### src/rtl/wpsd_pkg.sv
package wpsd_pkg;

  localparam int KEY_AW = 17;
  localparam logic [KEY_AW-1:0] ENTRY_ADDR = 17'h12555;

  typedef enum logic [3:0] {
    ST_IDLE  = 4'd0,
    ST_R1    = 4'd1,
    ST_R2    = 4'd2,
    ST_R3    = 4'd3,
    ST_R4    = 4'd4,
    ST_R5    = 4'd5,
    ST_WDATA = 4'd6,
    ST_WCPL  = 4'd7,
    ST_WLAST = 4'd8,
    ST_EXIT  = 4'd9
  } seq_e;

  // Address the next read must carry while in a read-phase state.
  function automatic logic [KEY_AW-1:0] key_addr(input seq_e s);
    case (s)
      ST_IDLE: key_addr = ENTRY_ADDR;
      ST_R1:   key_addr = 17'h1DAAA;
      ST_R2:   key_addr = 17'h01333;
      ST_R3:   key_addr = 17'h0ECCC;
      ST_R4:   key_addr = 17'h000FF;
      ST_R5:   key_addr = 17'h1FF00;
      default: key_addr = '0;
    endcase
  endfunction

endpackage

### src/rtl/wpsd_match.sv
module wpsd_match #(
  parameter int ADDR_W = 17
) (
  input  wpsd_pkg::seq_e    state,
  input  logic [ADDR_W-1:0] op_addr,
  output logic              key_hit,
  output logic              entry_hit
);
  import wpsd_pkg::*;

  logic [ADDR_W-1:0] want;

  always_comb begin
    want      = ADDR_W'(key_addr(state));
    key_hit   = (op_addr == want);
    entry_hit = (op_addr == ADDR_W'(ENTRY_ADDR));
  end

endmodule

### src/rtl/wpsd_fsm.sv
module wpsd_fsm (
  input  logic           clk,
  input  logic           rst_n,
  input  logic           op_valid,
  input  logic           op_write,
  input  logic           key_hit,
  input  logic           entry_hit,
  input  logic           cpl_ok,
  output wpsd_pkg::seq_e state_q,
  output logic           cmd_write
);
  import wpsd_pkg::*;

  seq_e state_d;
  seq_e restart;
  logic in_cmd;

  always_comb begin
    restart = (!op_write && entry_hit) ? ST_R1 : ST_IDLE;
    state_d = state_q;
    case (state_q)
      ST_IDLE, ST_R1, ST_R2, ST_R3, ST_R4, ST_R5:
        state_d = (!op_write && key_hit) ? seq_e'(state_q + 4'd1) : restart;
      ST_WDATA: state_d = op_write ? ST_WCPL : restart;
      ST_WCPL:  state_d = op_write ? (cpl_ok ? ST_WLAST : ST_IDLE) : restart;
      ST_WLAST: state_d = op_write ? ST_EXIT : restart;
      ST_EXIT:  state_d = restart;
      default:  state_d = ST_IDLE;
    endcase
  end

  always_comb begin
    in_cmd    = (state_q == ST_WDATA) || (state_q == ST_WCPL) ||
                (state_q == ST_WLAST);
    cmd_write = op_valid && op_write && in_cmd;
  end

  always_ff @(posedge clk or negedge rst_n) begin
    if (!rst_n) begin
      state_q <= ST_IDLE;
    end else if (op_valid) begin
      state_q <= state_d;
    end
  end

endmodule

### src/rtl/wpsd_guard.sv
module wpsd_guard #(
  parameter int ADDR_W = 17,
  parameter int PROT_W = 8
) (
  input  logic              clk,
  input  logic              rst_n,
  input  logic              op_valid,
  input  logic              op_write,
  input  logic [ADDR_W-1:0] op_addr,
  input  logic [PROT_W-1:0] op_byte,
  input  wpsd_pkg::seq_e    state,
  input  logic              cmd_write,
  output logic [PROT_W-1:0] prot_mask,
  output logic              cpl_ok,
  output logic              wr_inhibit
);
  import wpsd_pkg::*;

  localparam int SECT_W = $clog2(PROT_W);

  logic [PROT_W-1:0] cand_q;
  logic [PROT_W-1:0] mask_q;
  logic [PROT_W-1:0] sect_hit;
  logic              load_cand;
  logic              load_mask;
  logic              hit_prot;

  for (genvar i = 0; i < PROT_W; i++) begin : g_sect
    assign sect_hit[i] = (op_addr[ADDR_W-1 -: SECT_W] == SECT_W'(i));
  end

  always_comb begin
    cpl_ok     = (op_byte == ~cand_q);
    load_cand  = op_valid && op_write && (state == ST_WDATA);
    load_mask  = op_valid && op_write && (state == ST_WCPL) && cpl_ok;
    hit_prot   = |(sect_hit & mask_q);
    wr_inhibit = op_valid && op_write && (cmd_write || hit_prot);
    prot_mask  = mask_q;
  end

  always_ff @(posedge clk or negedge rst_n) begin
    if (!rst_n) begin
      cand_q <= '0;
    end else if (load_cand) begin
      cand_q <= op_byte;
    end
  end

  always_ff @(posedge clk or negedge rst_n) begin
    if (!rst_n) begin
      mask_q <= '0;
    end else if (load_mask) begin
      mask_q <= cand_q;
    end
  end

endmodule

### src/rtl/wp_unlock_detector.sv
module wp_unlock_detector #(
  parameter int ADDR_W = 17,
  parameter int PROT_W = 8
) (
  input  logic              clk,
  input  logic              rst_n,
  input  logic              op_valid,
  input  logic              op_write,
  input  logic [ADDR_W-1:0] op_addr,
  input  logic [PROT_W-1:0] op_byte,
  output logic [PROT_W-1:0] prot_mask,
  output logic              cmd_write,
  output logic              wr_inhibit
);
  import wpsd_pkg::*;

  seq_e seq_state;
  logic key_hit;
  logic entry_hit;
  logic cpl_ok;

  wpsd_match #(.ADDR_W(ADDR_W)) u_match (
    .state     (seq_state),
    .op_addr   (op_addr),
    .key_hit   (key_hit),
    .entry_hit (entry_hit)
  );

  wpsd_fsm u_fsm (
    .clk       (clk),
    .rst_n     (rst_n),
    .op_valid  (op_valid),
    .op_write  (op_write),
    .key_hit   (key_hit),
    .entry_hit (entry_hit),
    .cpl_ok    (cpl_ok),
    .state_q   (seq_state),
    .cmd_write (cmd_write)
  );

  wpsd_guard #(.ADDR_W(ADDR_W), .PROT_W(PROT_W)) u_guard (
    .clk        (clk),
    .rst_n      (rst_n),
    .op_valid   (op_valid),
    .op_write   (op_write),
    .op_addr    (op_addr),
    .op_byte    (op_byte),
    .state      (seq_state),
    .cmd_write  (cmd_write),
    .prot_mask  (prot_mask),
    .cpl_ok     (cpl_ok),
    .wr_inhibit (wr_inhibit)
  );

endmodule

### config.mk
export PLATFORM = sky130hd
export DESIGN_NAME = wp_unlock_detector
export DESIGN_NICKNAME = d
export VERILOG_FILES = /design/src/rtl/wpsd_pkg.sv /design/src/rtl/wpsd_match.sv /design/src/rtl/wpsd_fsm.sv /design/src/rtl/wpsd_guard.sv /design/src/rtl/wp_unlock_detector.sv
export SDC_FILE = /design/constraint.sdc
export NUM_CORES = 1
export LEC_CHECK = 0
export BUFFER_PORTS_ARGS = -buffer_cell sky130_fd_sc_hd__buf_2
export CAP_MARGIN = 25
export CELL_PAD_IN_SITES_DETAIL_PLACEMENT = 1
export CELL_PAD_IN_SITES_GLOBAL_PLACEMENT = 1
export CORE_ASPECT_RATIO = 0.5
export CORE_MARGIN = 1
export CORE_UTILIZATION = 41
export CTS_CLUSTER_SIZE = 20
export DETAILED_ROUTE_END_ITERATION = 7
export GPL_TIMING_DRIVEN = 0
export PLACE_DENSITY = 0.86
export SLEW_MARGIN = 30
export SYNTH_ARGS = -nofsm -noshare
export SYNTH_HDL_FRONTEND = slang
export SYNTH_HIERARCHICAL = 1
export SYNTH_SLANG_ARGS = --single-unit
### constraint.sdc
create_clock -name clk -period 3.2 [get_ports clk]
set_input_delay 0.32 -clock clk [delete_from_list [all_inputs] [get_ports clk]]
set_output_delay 0.32 -clock clk [all_outputs]
set_load 0.03 [all_outputs]
==> flow_metrics.py <==
metrics = {
    "placed_design": {
        "place_hpwl_mm": 3.66,
        "gp_congestion": 0.864,
        "io_buffers": 38,
        "post-place-ws_ps": 481,
    },
    "synthesis": {
        "syn_area_mm2": 0.00172,
        "synth_area_leaders": "dfrtp_1, mux2_2, xor2_1, nor2_1, o21ai_0",
        "syn_avg_cell_area_um2": 9.17,
        "syn_nets": 220,
        "postSynthCellCount": 187,
        "yosysWarnings": 6,
        "ys_async_sr_fraction_pct": 100,
        "yosysTopAreaCell": "dfrtp_1",
        "synth-seq-area-share_pct": 29.2,
        "synth_cell_types": 54,
        "synthFlopType": "dfrtp_1",
        "synth_enable_flop_cells": 0,
        "synth_top_area_share_pct": 29.2,
        "ys_seq_elements": 20,
    },
    "clock_network": {
        "cts_root_buf": "clkbuf_8",
        "cts_tree": "built",
        "cts_made_buffers": 3,
        "cts_max_path_buffers": 2,
        "h-tree-depth": 1,
        "path_clk_slew_ps": 80,
        "cts_sinks": 20,
        "post_cts_resized": 0,
        "clk_latency_ps": 250,
        "ctsHoldBuffers": 0,
        "cts_setup_buffers": 0,
    },
    "min_path": {
        "min_path_type": "input pin to async pin",
    },
    "worst_setup_path": {
        "timing.rr.end": "u_fsm/state_q[2]",
        "critPathLaunchType": "flip-flop",
        "cp_max_fo": 9,
        "worst-r2r-setup-slack_ps": 330,
        "reg2reg_depth": 10,
        "critPathLaunch": "u_fsm/state_q[3]",
        "cp_common_cell": "nand2_1",
        "slowest_stage": "dfrtp_1",
        "worst-setup-path-type": "flip-flop to flip-flop",
        "cp_slowest_stage_delay_ps": 490,
        "crit_arrival_ps": 3000,
        "crit_chain": "clkbuf_1, a21oi_1, nand2_1, o21ai_0, a311o_1, nor4_2, nand2_1, nor3_1, a31oi_1, o32ai_1",
        "crit_required_ps": 3320,
        "end_kind": "flip-flop",
        "r2r_start": "u_fsm/state_q[3]",
        "worstSetupEndpoint": "u_fsm/state_q[2]",
    },
    "drt": {
        "detail_route.wl_per_cell_um": 18.2,
        "drc": 0,
        "vias": 1670,
        "drtPass1Iterations": 4,
        "drt-initial-drc-count": 42,
        "ant_nets": 0,
        "viasPerCell": 5.90,
        "drt_wl_total_mm": 5.16,
    },
    "finish": {
        "final_nets": 263,
        "synthToLayoutAreaGrowth_pct": 19.2,
        "final_cell_mix": "buf_2, dfrtp_1, nor2_1, mux2_2",
        "antenna_cells": 0,
        "drive_above_1_share_pct": 34.5,
        "seq_area_um2": 500,
        "mostFrequentLayoutCell": "buf_2",
        "multi_input_area_mm2": 0.00111,
        "nFillCells": 489,
    },
    "global_routing": {
        "antenna_found_initial": 0,
        "grt_pass1_vias": 1591,
        "gr-usage-met2_pct": 43.7,
        "grt_use_met1_pct": 30.7,
        "grt_max_degree": 21,
        "grt_overflow": 0,
        "grt_busiest_layer": "met2",
        "grt_first_pass_wirelength_mm": 7.82,
        "grtUsageTotal_pct": 23.6,
        "grt_util_met3_pct": 2.06,
    },
    "floorplan": {
        "die_area_mm2": 0.00446,
        "core_mm2": 0.00396,
        "placementRows": 16,
        "initial_utilization_pct": 43.3,
        "die_h_um": 47.7,
        "dieWidth_um": 93.5,
        "ioPinCount": 39,
    },
    "sta": {
        "fin_setup_tns_ps": 0,
        "rsz0062_at_grt": "no",
        "report.final.slew_viol_count": 0,
        "whs_ps": -0.0452,
        "clock-skew-final_ps": 5.55,
        "setup_viol": 0,
        "slew-limit-headroom_pct": 61.4,
        "period_share_pct": 89.8,
        "period_minus_slack_ps": 2870,
        "layout_setup_ws_ps": 327,
        "hold_viol": 1,
        "max_freq_ghz": 0.348,
        "worst_pin_slew_ps": 575,
    },
    "outcome": {
        "outcome": "finished, violations left",
        "violations": "negative hold slack",
    },
    "job": {
        "cap_viol_max_count": 0,
    },
    "power_and_ir_drop": {
        "power.density_mw_per_mm2": 306,
        "total_power_mw": 0.625,
        "leakage_nw": 0.921,
        "peakVddDrop_mv": 0.299,
    },
}
-- cell type report --
| type | instances | share of cell area [%] |
|---|---|---|
| Sequential cell | 20 | 24.5 |
| Multi-Input combinational cell | 149 | 54.3 |
| Clock inverter | 1 | 1.47 |
| Tap cell | 54 | 3.30 |
| Buffer | 8 | 3.24 |
| Inverter | 10 | 1.84 |
| Timing Repair Buffer | 38 | 9.30 |
| Clock buffer | 3 | 2.02 |
-- registers in the layout, summed over array words and instances, names as in the netlist --
name	cells
u_fsm/state_q	4
u_guard/cand_q	8
u_guard/prot_mask	8
-- report_power, final --
group          total (mW)  internal (mW)  switching, mW
sequential          0.267          0.258        0.00864
combinational       0.109         0.0470         0.0620
clock               0.249          0.167         0.0819
-- kinds of logic after synthesis --
family,Yosys count,synth area share [%]
AOI/OAI and AO/OA,43,17.1
xor gates and xnor gates,10,5.11
adders and majority gates,4,2.92
buffers and inverters,18,6.05
DFF,20,29.2
muxes,21,15.0
and+or+nand+nor,71,24.7
-- routing by layer --
| metal | part of all wire, % | vias up |
|---|---|---|
| met5 | 0 | - |
| met4 | 1.7 | 0 |
| met3 | 3.1 | 10 |
| met2 | 49 | 40 |
| met1 | 46 | 837 |
| li1 | - | 783 |
-- synthesized netlist by cell type (3+ instances only) --
cell type	n
dfrtp_1	20
o21ai_0	12
buf_6	4
mux2_2	17
inv_1	10
nand3_1	5
a31oi_1	4
ha_1	4
nand2_1	12
a21oi_1	5
nor3_1	4
nand4_1	4
xor2_1	8
or3_1	3
nor2b_1	6
nor2_1	17
o22ai_1	4
-- worst min path at each step --
stage | from | slack, ps | endpoint | cells past startpoint
6_report | rst_n | -0.05 | u_guard/prot_mask[7] | 1
5_1_grt | rst_n | 30 | u_guard/prot_mask[7] | 1
4_1_cts | rst_n | 20 | u_guard/prot_mask[7] | 1
3_5_place_dp | rst_n | 290 | u_guard/cand_q[5] | 1
3_3_place_gp | rst_n | 280 | u_guard/cand_q[5] | 1
2_1_floorplan | rst_n | 20 | u_fsm/state_q[0] | 0
-- metrics by stage --
step,util [%],std cells,cell area (um2)
2_1_floorplan,-,187,1720
3_3_place_gp,49.8,279,1970
3_5_place_dp,49.8,279,1970
4_1_cts,51.6,283,2040
5_1_grt,51.6,283,2040
6_report,51.6,283,2040
-- critical path, delay by kind of cell, from the launching register on --
family | cells | cell delay, ps
AND/OR/NAND/NOR | 4 | 820
buffers and inverters | 1 | 430
flip-flops | 1 | 490
AO/OA/AOI/OAI | 5 | 990
Note: power is estimated with default switching activity, not from simulation.
